--- config.mk ---
export PLATFORM = sky130hd
export DESIGN_NAME = opnd_resolver
export DESIGN_NICKNAME = d
export VERILOG_FILES = /design/src/rtl/opnd_pkg.sv /design/src/rtl/opnd_mode_dec.sv /design/src/rtl/opnd_addr_gen.sv /design/src/rtl/opnd_rd_track.sv /design/src/rtl/opnd_result_mux.sv /design/src/rtl/opnd_resolver.sv
export SDC_FILE = /design/constraint.sdc
export NUM_CORES = 1
export LEC_CHECK = 0
export BUFFER_PORTS_ARGS = -buffer_cell sky130_fd_sc_hd__buf_2
export CAP_MARGIN = 0
export CORE_MARGIN = 1.5
export CORE_UTILIZATION = 28
export CTS_CLUSTER_SIZE = 14
export DETAILED_ROUTE_END_ITERATION = 10
export PLACE_DENSITY = 0.85
export SLEW_MARGIN = 20
export SYNTH_ARGS = -nofsm -noshare
export SYNTH_HDL_FRONTEND = slang
export SYNTH_SLANG_ARGS = --single-unit
--- constraint.sdc ---
create_clock -name clk -period 4.6 [get_ports clk]
set_input_delay 0.69 -clock clk [delete_from_list [all_inputs] [get_ports clk]]
set_output_delay 0.69 -clock clk [all_outputs]
set_load 0.01 [all_outputs]
--- src/rtl/opnd_pkg.sv ---
package opnd_pkg;

   typedef enum logic [1:0] {
      MODE_IMM = 2'b00,
      MODE_DIR = 2'b01,
      MODE_IDX = 2'b10,
      MODE_BAD = 2'b11
   } opnd_mode_e;

   typedef struct packed {
      logic take_imm;
      logic take_dir;
      logic take_idx;
      logic take_bad;
   } opnd_sel_t;

endpackage

--- src/rtl/opnd_mode_dec.sv ---
module opnd_mode_dec
   import opnd_pkg::*;
(
   input  logic       req_valid,
   input  logic       blocked,
   input  logic [1:0] req_mode,
   output opnd_sel_t  sel
);

   logic       accept;
   opnd_mode_e mode;

   assign accept = req_valid & ~blocked;
   assign mode   = opnd_mode_e'(req_mode);

   always_comb begin
      sel = '0;
      if (accept) begin
         unique case (mode)
            MODE_IMM: sel.take_imm = 1'b1;
            MODE_DIR: sel.take_dir = 1'b1;
            MODE_IDX: sel.take_idx = 1'b1;
            MODE_BAD: sel.take_bad = 1'b1;
         endcase
      end
   end


   always_comb begin
      if (sel.take_bad) onehot_sel_chk: assert ($onehot(sel));
   end

endmodule

--- src/rtl/opnd_addr_gen.sv ---
module opnd_addr_gen #(
   parameter int AW           = 8,
   parameter bit RIPPLE_ADDER = 1'b1
) (
   input  logic [AW-1:0] base,
   input  logic [AW-1:0] index,
   input  logic          use_index,
   output logic [AW-1:0] addr
);

   if (AW < 2) begin : g_bad_aw
      $error("opnd_addr_gen: AW must be at least 2");
   end

   logic [AW-1:0] addend;
   assign addend = use_index ? index : '0;

   if (RIPPLE_ADDER) begin : g_ripple
      logic [AW-1:0] carry;
      assign carry[0] = 1'b0;
      for (genvar i = 0; i < AW; i++) begin : g_bit
         logic half;
         assign half    = base[i] ^ addend[i];
         assign addr[i] = half ^ carry[i];
         if (i < AW - 1) begin : g_cy
            assign carry[i+1] = (base[i] & addend[i]) | (carry[i] & half);
         end
      end
   end else begin : g_behav
      assign addr = base + addend;
   end

endmodule

--- src/rtl/opnd_rd_track.sv ---
module opnd_rd_track (
   input  logic clk,
   input  logic rst_n,
   input  logic rd_start,
   output logic pend
);

   always_ff @(posedge clk or negedge rst_n) begin
      if (!rst_n) pend <= 1'b0;
      else        pend <= rd_start;
   end


   busy_one_cycle_chk: assert property (@(posedge clk) disable iff (!rst_n)
      pend |=> !pend);

endmodule

--- src/rtl/opnd_result_mux.sv ---
module opnd_result_mux #(
   parameter int BW = 8,
   parameter int DW = 8
) (
   input  logic          imm_hit,
   input  logic [BW-1:0] imm_byte,
   input  logic          rd_pend,
   input  logic [DW-1:0] rd_data,
   output logic          valid,
   output logic [DW-1:0] data
);

   logic [DW-1:0] imm_ext;

   if (DW >= BW) begin : g_zext
      assign imm_ext = DW'(imm_byte);
   end else begin : g_trunc
      assign imm_ext = imm_byte[DW-1:0];
   end

   assign valid = imm_hit | rd_pend;
   assign data  = rd_pend ? rd_data : imm_ext;


   always_comb begin
      if (rd_pend) no_imm_in_busy_chk: assert (!imm_hit);
   end

endmodule

--- src/rtl/opnd_resolver.sv ---
module opnd_resolver
   import opnd_pkg::*;
#(
   parameter int BYTE_W       = 8,
   parameter int DATA_W       = 8,
   parameter bit RIPPLE_ADDER = 1'b1
) (
   input  logic              clk,
   input  logic              rst_n,
   input  logic              req_valid,
   input  logic [1:0]        req_mode,
   input  logic [BYTE_W-1:0] req_byte,
   input  logic [BYTE_W-1:0] x_reg,
   output logic              busy,
   output logic              mem_rd_en,
   output logic [BYTE_W-1:0] mem_addr,
   input  logic [DATA_W-1:0] mem_rd_data,
   output logic              opnd_valid,
   output logic [DATA_W-1:0] opnd_data,
   output logic              mode_err
);

   localparam int MEM_DEPTH = 1 << BYTE_W;

   if (BYTE_W < 2 || BYTE_W > 16) begin : g_bad_bw
      $error("opnd_resolver: BYTE_W out of range");
   end
   if (DATA_W < 1) begin : g_bad_dw
      $error("opnd_resolver: DATA_W must be positive");
   end
   if (MEM_DEPTH < 4) begin : g_bad_depth
      $error("opnd_resolver: memory too small");
   end

   opnd_sel_t sel;
   logic      pend;

   opnd_mode_dec u_dec (
      .req_valid (req_valid),
      .blocked   (pend),
      .req_mode  (req_mode),
      .sel       (sel)
   );

   opnd_addr_gen #(.AW(BYTE_W), .RIPPLE_ADDER(RIPPLE_ADDER)) u_agen (
      .base      (req_byte),
      .index     (x_reg),
      .use_index (sel.take_idx),
      .addr      (mem_addr)
   );

   assign mem_rd_en = sel.take_dir | sel.take_idx;
   assign mode_err  = sel.take_bad;
   assign busy      = pend;

   opnd_rd_track u_track (
      .clk      (clk),
      .rst_n    (rst_n),
      .rd_start (mem_rd_en),
      .pend     (pend)
   );

   opnd_result_mux #(.BW(BYTE_W), .DW(DATA_W)) u_mux (
      .imm_hit  (sel.take_imm),
      .imm_byte (req_byte),
      .rd_pend  (pend),
      .rd_data  (mem_rd_data),
      .valid    (opnd_valid),
      .data     (opnd_data)
   );


   imm_same_cycle_chk: assert property (@(posedge clk) disable iff (!rst_n)
      (req_valid && !busy && req_mode == 2'b00) |->
         (opnd_valid && !mem_rd_en && opnd_data == DATA_W'(req_byte)));


   rd_returns_chk: assert property (@(posedge clk) disable iff (!rst_n)
      mem_rd_en |=> (opnd_valid && busy));


   dir_addr_chk: assert property (@(posedge clk) disable iff (!rst_n)
      (req_valid && !busy && req_mode == 2'b01) |-> (mem_rd_en && mem_addr == req_byte));


   idx_addr_chk: assert property (@(posedge clk) disable iff (!rst_n)
      (req_valid && !busy && req_mode == 2'b10) |->
         (mem_rd_en && mem_addr == BYTE_W'(req_byte + x_reg)));


   bad_mode_chk: assert property (@(posedge clk) disable iff (!rst_n)
      mode_err |-> (!mem_rd_en && !opnd_valid));


   busy_drop_chk: assert property (@(posedge clk) disable iff (!rst_n)
      busy |-> (!mem_rd_en && !mode_err));


   idle_quiet_chk: assert property (@(posedge clk) disable iff (!rst_n)
      (!req_valid && !busy) |-> (!mem_rd_en && !opnd_valid && !mode_err));

endmodule

=== Word-level counts from Yosys, hierarchy flattened ===
Cells that the tools add are included.

* Output and inout bits: 20
* Bits in registers: 1
* Input bits: 29
* Word-level logic and storage cells: 50

* Bitwise gates (word level): 38
* Reduce and logical (&&, ||, !) cells: 1
* Multiplexer cells: 7
* Equal/unequal tests: 3

{| class="wikitable"
|+ Operator list
! operator !! count
|-
| $mux W8 || 2
|-
| $xor A1 B1 Y1 || 15
|-
| $and A1 B1 Y1 || 14
|-
| $or A1 B1 Y1 || 8
|-
| $eq A2 B2 Y1 const B || 2
|-
| $mux W1 || 4
|-
| $mux W4 || 1
|-
| $eq A2 B1 Y1 const B || 1
|-
| $logic_not A2 Y1 || 1
|-
| $not A1 Y1 || 1
|}

=== Logic depth before layout (Yosys ltp) ===
* Depth in word-level cells: 18
* Depth in mapped cells: 13
* Gate-level depth less buffers: 13

=== Hierarchy ===
Synthesis repeated with hierarchy kept, for this count alone.

* Cells, all modules: 38
* Area total of the unflattened synthesis: 436.7 um^2

{| class="wikitable"
|+ By module, submodules not included
! module !! times used !! area each (um^2) !! seq. area each (um^2) !! cells an instance
|-
| opnd_addr_gen || 1 || 217.7 || 0.0 || 22
|-
| opnd_result_mux || 1 || 137.6 || 0.0 || 10
|-
| opnd_mode_dec || 1 || 50.0 || 0.0 || 4
|-
| opnd_rd_track || 1 || 25.0 || 25.0 || 1
|-
| opnd_resolver || 1 || 6.3 || 0.0 || 1
|}

=== Worst setup path after synthesis ===
Ideal clock, no wire load.

* Kind: input to output
* Start point: input req_mode[1]
* End point: output mem_addr[7]
* Arrival time: 3.740 ns
* Stages on the path: 13
* Path slack: 0.170 ns
* Required time: 3.910 ns
* Cell sequence: and4bb_4 and2_1 ha_1 inv_1 fa_1 inv_1 fa_1 fa_1 fa_1 fa_1 fa_1 xor2_1 xnor2_2

* Cells in the longest elaborated chain, start to end: 18

{| class="wikitable"
|+ Ends and longest elaborated chain
! element !! RTL line !! RTL
|-
| start: declaration || opnd_resolver.sv:11 || <nowiki>input logic [1:0] req_mode,</nowiki>
|-
| $eq A2 B2 Y1 * || opnd_mode_dec.sv:19 || <nowiki>unique case (mode)</nowiki>
|-
| $mux W1 * || opnd_mode_dec.sv:19 ||
|-
| $mux W4 * || opnd_mode_dec.sv:18 || <nowiki>if (accept) begin</nowiki>
|-
| $mux W8 * || opnd_addr_gen.sv:16 || <nowiki>assign addend = use_index ? index : '0;</nowiki>
|-
| $and A1 B1 Y1 or $xor A1 B1 Y1 (tied branches) || opnd_addr_gen.sv:26, opnd_addr_gen.sv:23 ||
|-
| $and A1 B1 Y1 || opnd_addr_gen.sv:26 || <nowiki>assign carry[i+1] = (base[i] & addend[i]) | (carry[i] & half);</nowiki>
|-
| $or A1 B1 Y1 || opnd_addr_gen.sv:26 ||
|-
| $and A1 B1 Y1 || opnd_addr_gen.sv:26 ||
|-
| (+2 left out) || n/a ||
|-
| $or A1 B1 Y1 || opnd_addr_gen.sv:26 ||
|-
| $and A1 B1 Y1 || opnd_addr_gen.sv:26 ||
|-
| $or A1 B1 Y1 || opnd_addr_gen.sv:26 ||
|-
| $and A1 B1 Y1 || opnd_addr_gen.sv:26 ||
|-
| $or A1 B1 Y1 || opnd_addr_gen.sv:26 ||
|-
| $and A1 B1 Y1 || opnd_addr_gen.sv:26 ||
|-
| $or A1 B1 Y1 || opnd_addr_gen.sv:26 ||
|-
| $xor A1 B1 Y1 * || opnd_addr_gen.sv:24 || <nowiki>assign addr[i] = half ^ carry[i];</nowiki>
|-
| end: declaration || opnd_resolver.sv:16 || <nowiki>output logic [BYTE_W-1:0] mem_addr,</nowiki>
|}

Mark *: on every way between the ends. The rest lies on a longest branch, timed or not.

=== Worst setup path after layout ===
* Start point: input req_valid
* End point: output mem_addr[7]

* Cells in the longest elaborated chain, start to end: 17

{| class="wikitable"
|+ Ends and longest elaborated chain
! element !! RTL line !! RTL
|-
| start: declaration || opnd_resolver.sv:10 || <nowiki>input logic req_valid,</nowiki>
|-
| $and A1 B1 Y1 * || opnd_mode_dec.sv:13 || <nowiki>assign accept = req_valid & ~blocked;</nowiki>
|-
| $mux W4 * || opnd_mode_dec.sv:18 ||
|-
| $mux W8 * || opnd_addr_gen.sv:16 ||
|-
| $and A1 B1 Y1 or $xor A1 B1 Y1 (tied branches) || opnd_addr_gen.sv:26, opnd_addr_gen.sv:23 ||
|-
| $and A1 B1 Y1 || opnd_addr_gen.sv:26 ||
|-
| $or A1 B1 Y1 || opnd_addr_gen.sv:26 ||
|-
| $and A1 B1 Y1 || opnd_addr_gen.sv:26 ||
|-
| $or A1 B1 Y1 || opnd_addr_gen.sv:26 ||
|-
| $and A1 B1 Y1 || opnd_addr_gen.sv:26 ||
|-
| $or A1 B1 Y1 || opnd_addr_gen.sv:26 ||
|-
| $and A1 B1 Y1 || opnd_addr_gen.sv:26 ||
|-
| $or A1 B1 Y1 || opnd_addr_gen.sv:26 ||
|-
| $and A1 B1 Y1 || opnd_addr_gen.sv:26 ||
|-
| $or A1 B1 Y1 || opnd_addr_gen.sv:26 ||
|-
| $and A1 B1 Y1 || opnd_addr_gen.sv:26 ||
|-
| $or A1 B1 Y1 || opnd_addr_gen.sv:26 ||
|-
| $xor A1 B1 Y1 * || opnd_addr_gen.sv:24 ||
|}

Marked as above.

==> impl_metrics.env <==
export IMPL_status="complete, no violations"
export IMPL_grt_overflow=0
export IMPL_setup_ws_ps=78.5
export IMPL_synth_area_leaders="fa_1 (30%), mux2_2 (20%), and2_1 (9.4%), dfrtp_1 (6.3%), and4bb_4 (4.1%)"
export IMPL_required_ps=3910
export IMPL_power_leakage_nw=0.389
export IMPL_regToRegStartpoint="u_track.pend"
export IMPL_yosysTopAreaCell="fa_1"
export IMPL_critPathKind="input port to output port"
export IMPL_drive_gt1_share_pct=76.4
export IMPL_drc_errors=0
export IMPL_ys_async_sr_fraction_pct=100
export IMPL_worstPathArrival_ps=3830
export IMPL_setup_viol=0
export IMPL_synth_nets=75
export IMPL_antenna_left=0
export IMPL_largestRegisters="u_track.pend: 1 flops"
export IMPL_cts_setup_buffers=0
export IMPL_r2r_cells=2
export IMPL_fmax_mhz=221
export IMPL_dieHeight_um=40.8
export IMPL_synth_edf_count=0
export IMPL_synthCells=39
export IMPL_portBuffers=48
export IMPL_num_io_pins=49
export IMPL_max_cap_violations=0
export IMPL_drt_iter0_drc=0
export IMPL_worstSkewPairLatency_ps=0
export IMPL_yosys_top_cells_count="mux2_2 (7), and2_1 (6), fa_1 (6), inv_1 (4), nand2_1 (2)"
export IMPL_netlist_area_leader_share_pct=30.1
export IMPL_cp_end_kind="output port"
export IMPL_multiInputGateArea_um2=367
export IMPL_regArea_um2=25.0
export IMPL_rsz0062_at_grt="yes"
export IMPL_fin_skew_ps=0
export IMPL_fin_crit_ps=4520
export IMPL_initial_core_util_pct=30.3
export IMPL_final_util_pct=52.8
export IMPL_critPathLaunchType="input port"
export IMPL_grt_max_degree=14
export IMPL_r2r_slack_ps=3660
export IMPL_setup_tns_final_ps=0
export IMPL_rows=13
export IMPL_place_hpwl_mm=1.07
export IMPL_largest_reg_flops=1
export IMPL_grt_first_pass_wirelength_mm=1.66
export IMPL_fin_crit_sh_pct=98.3
export IMPL_netlist_area_um2=399
export IMPL_ys_warn_count=0
export IMPL_vias_per_cell=4.48
export IMPL_num_antenna_cells=0
export IMPL_antenna_found_initial=0
export IMPL_slew_headroom_pct=82.5
export IMPL_core_area_um2=1320
export IMPL_final_hold_viol_count=0
export IMPL_grt_usage_pct=14.5
export IMPL_fin_nets=127
export IMPL_clk_pin_slew_worst_paths_ps=0
export IMPL_ys_ff_latch=1
export IMPL_gp_congestion=0.631
export IMPL_p_per_area_nw_per_um2=111
export IMPL_hold_path_class="input port to asynchronous set/reset pin"
export IMPL_yosys_most_used_dff="dfrtp_1"
export IMPL_r2r_end="u_track.pend"
export IMPL_dp_slack_ps=-222
export IMPL_synthDistinctLibCells=19
export IMPL_worst_path_max_fanout=4
export IMPL_drt_wirelength_per_cell_um=10.9
export IMPL_yosysMostFrequentCell="mux2_2"
export IMPL_grt_pass1_vias=437
export IMPL_syn_avg_cell_area_um2=10.2
export IMPL_peakVddDrop_mv=0.0610
export IMPL_area_growth_pct=74.3
export IMPL_drv_slew=0
export IMPL_die_x_um=40.8
export IMPL_drt_pre_antenna_iters=1
export IMPL_top_register="u_track.pend"
export IMPL_worstMarginPinSlew_ps=262
export IMPL_die_area_um2=1660
export IMPL_ys_seq_area_share_pct=6.27
export IMPL_drt_wl_total_mm=1.13
export IMPL_vias=466
export IMPL_nFillCells=134
## final cells by class
cell class              count  area share [%]
inverters                   4            2.16
multi-input cells          32            52.7
well taps                  15            2.70
flip-flops and latches      1            3.60
repair buffers             52            38.8
## placed cells by master (no fill, tap or decap)
| cell type | instances |
|---|---|
| inv_1 | 4 |
| nand2_2 | 1 |
| a21o_1 | 1 |
| and4b_1 | 1 |
| ha_1 | 1 |
| buf_2 | 48 |
| fa_1 | 1 |
| nor3b_1 | 1 |
| o21ai_0 | 1 |
| and2_1 | 6 |
| fa_2 | 5 |
| dfrtp_1 | 1 |
| nand2_1 | 2 |
| and4bb_4 | 1 |
| xnor2_2 | 1 |
| buf_4 | 4 |
| nor2_1 | 1 |
| mux2_2 | 7 |
| xor2_2 | 1 |
| xnor2_1 | 1 |
## critical path: stages
cell and delay [ps]:
buf_2 110, and4bb_4 190, and2_1 150, ha_1 170, inv_1 70, fa_1 170, inv_1 50, fa_2 330
fa_2 340, fa_2 340, fa_2 340, fa_2 370, xor2_2 200, xnor2_2 140, buf_2 140
## where the power goes
part / leakage [nW] / switching, mW / internal, mW
registers: 0.0131 / 0.000317 / 0.00968
clock network: 0 / 0 / 0
logic: 0.376 / 0.0315 / 0.0360
## per-stage QoR
| stage | hold WS [ps] | instance area (um2) | instances | total power [mW] |
|---|---|---|---|---|
| 2_1_floorplan | 394 | 399 | 39 | 0.0451 |
| 3_5_place_dp | 466 | 676 | 104 | 0.0775 |
| 4_1_cts | 466 | 696 | 104 | 0.0792 |
| 5_1_grt | 466 | 696 | 104 | 0.0858 |
| 3_3_place_gp | 464 | 676 | 104 | 0.0751 |
| 6_report | 464 | 696 | 104 | 0.0775 |
## layer usage
layer	vias to the layer above	wire length (um)	part of all wire, %	global-route usage, %
met2	28	659	58	32.9
li1	226	-	-	-
met1	212	374	33	14.3
met4	0	0	0	0
met5	-	0	0	0
met3	0	98	8.7	1.09
## kinds of logic after synthesis
| family | share of synthesized area, % |
|---|---|
| compound gates | 3.13 |
| xor+xnor | 8.47 |
| fa+ha+maj | 33.2 |
| buf+inv | 6.89 |
| flops | 6.27 |
| mux | 19.8 |
| simple gates | 22.3 |
## how the worst max path moves through the flow
stage | startpoint | to | depth (start not counted)
global route | req_valid | mem_addr[7] | 15
detailed placement | req_valid | mem_addr[7] | 15
CTS | req_valid | mem_addr[7] | 15
floorplan | req_mode[1] | mem_addr[7] | 13
global placement | req_valid | mem_addr[7] | 15
finish | req_valid | mem_addr[7] | 15
## repair_timing
item                                    4_1_cts  5_1_grt
endpoints found under the setup margin        1        1
gates resized for setup                       6        0
pin swaps                                     2        2
hold buffers                                  0        0
(Power assumes the default switching activity.)
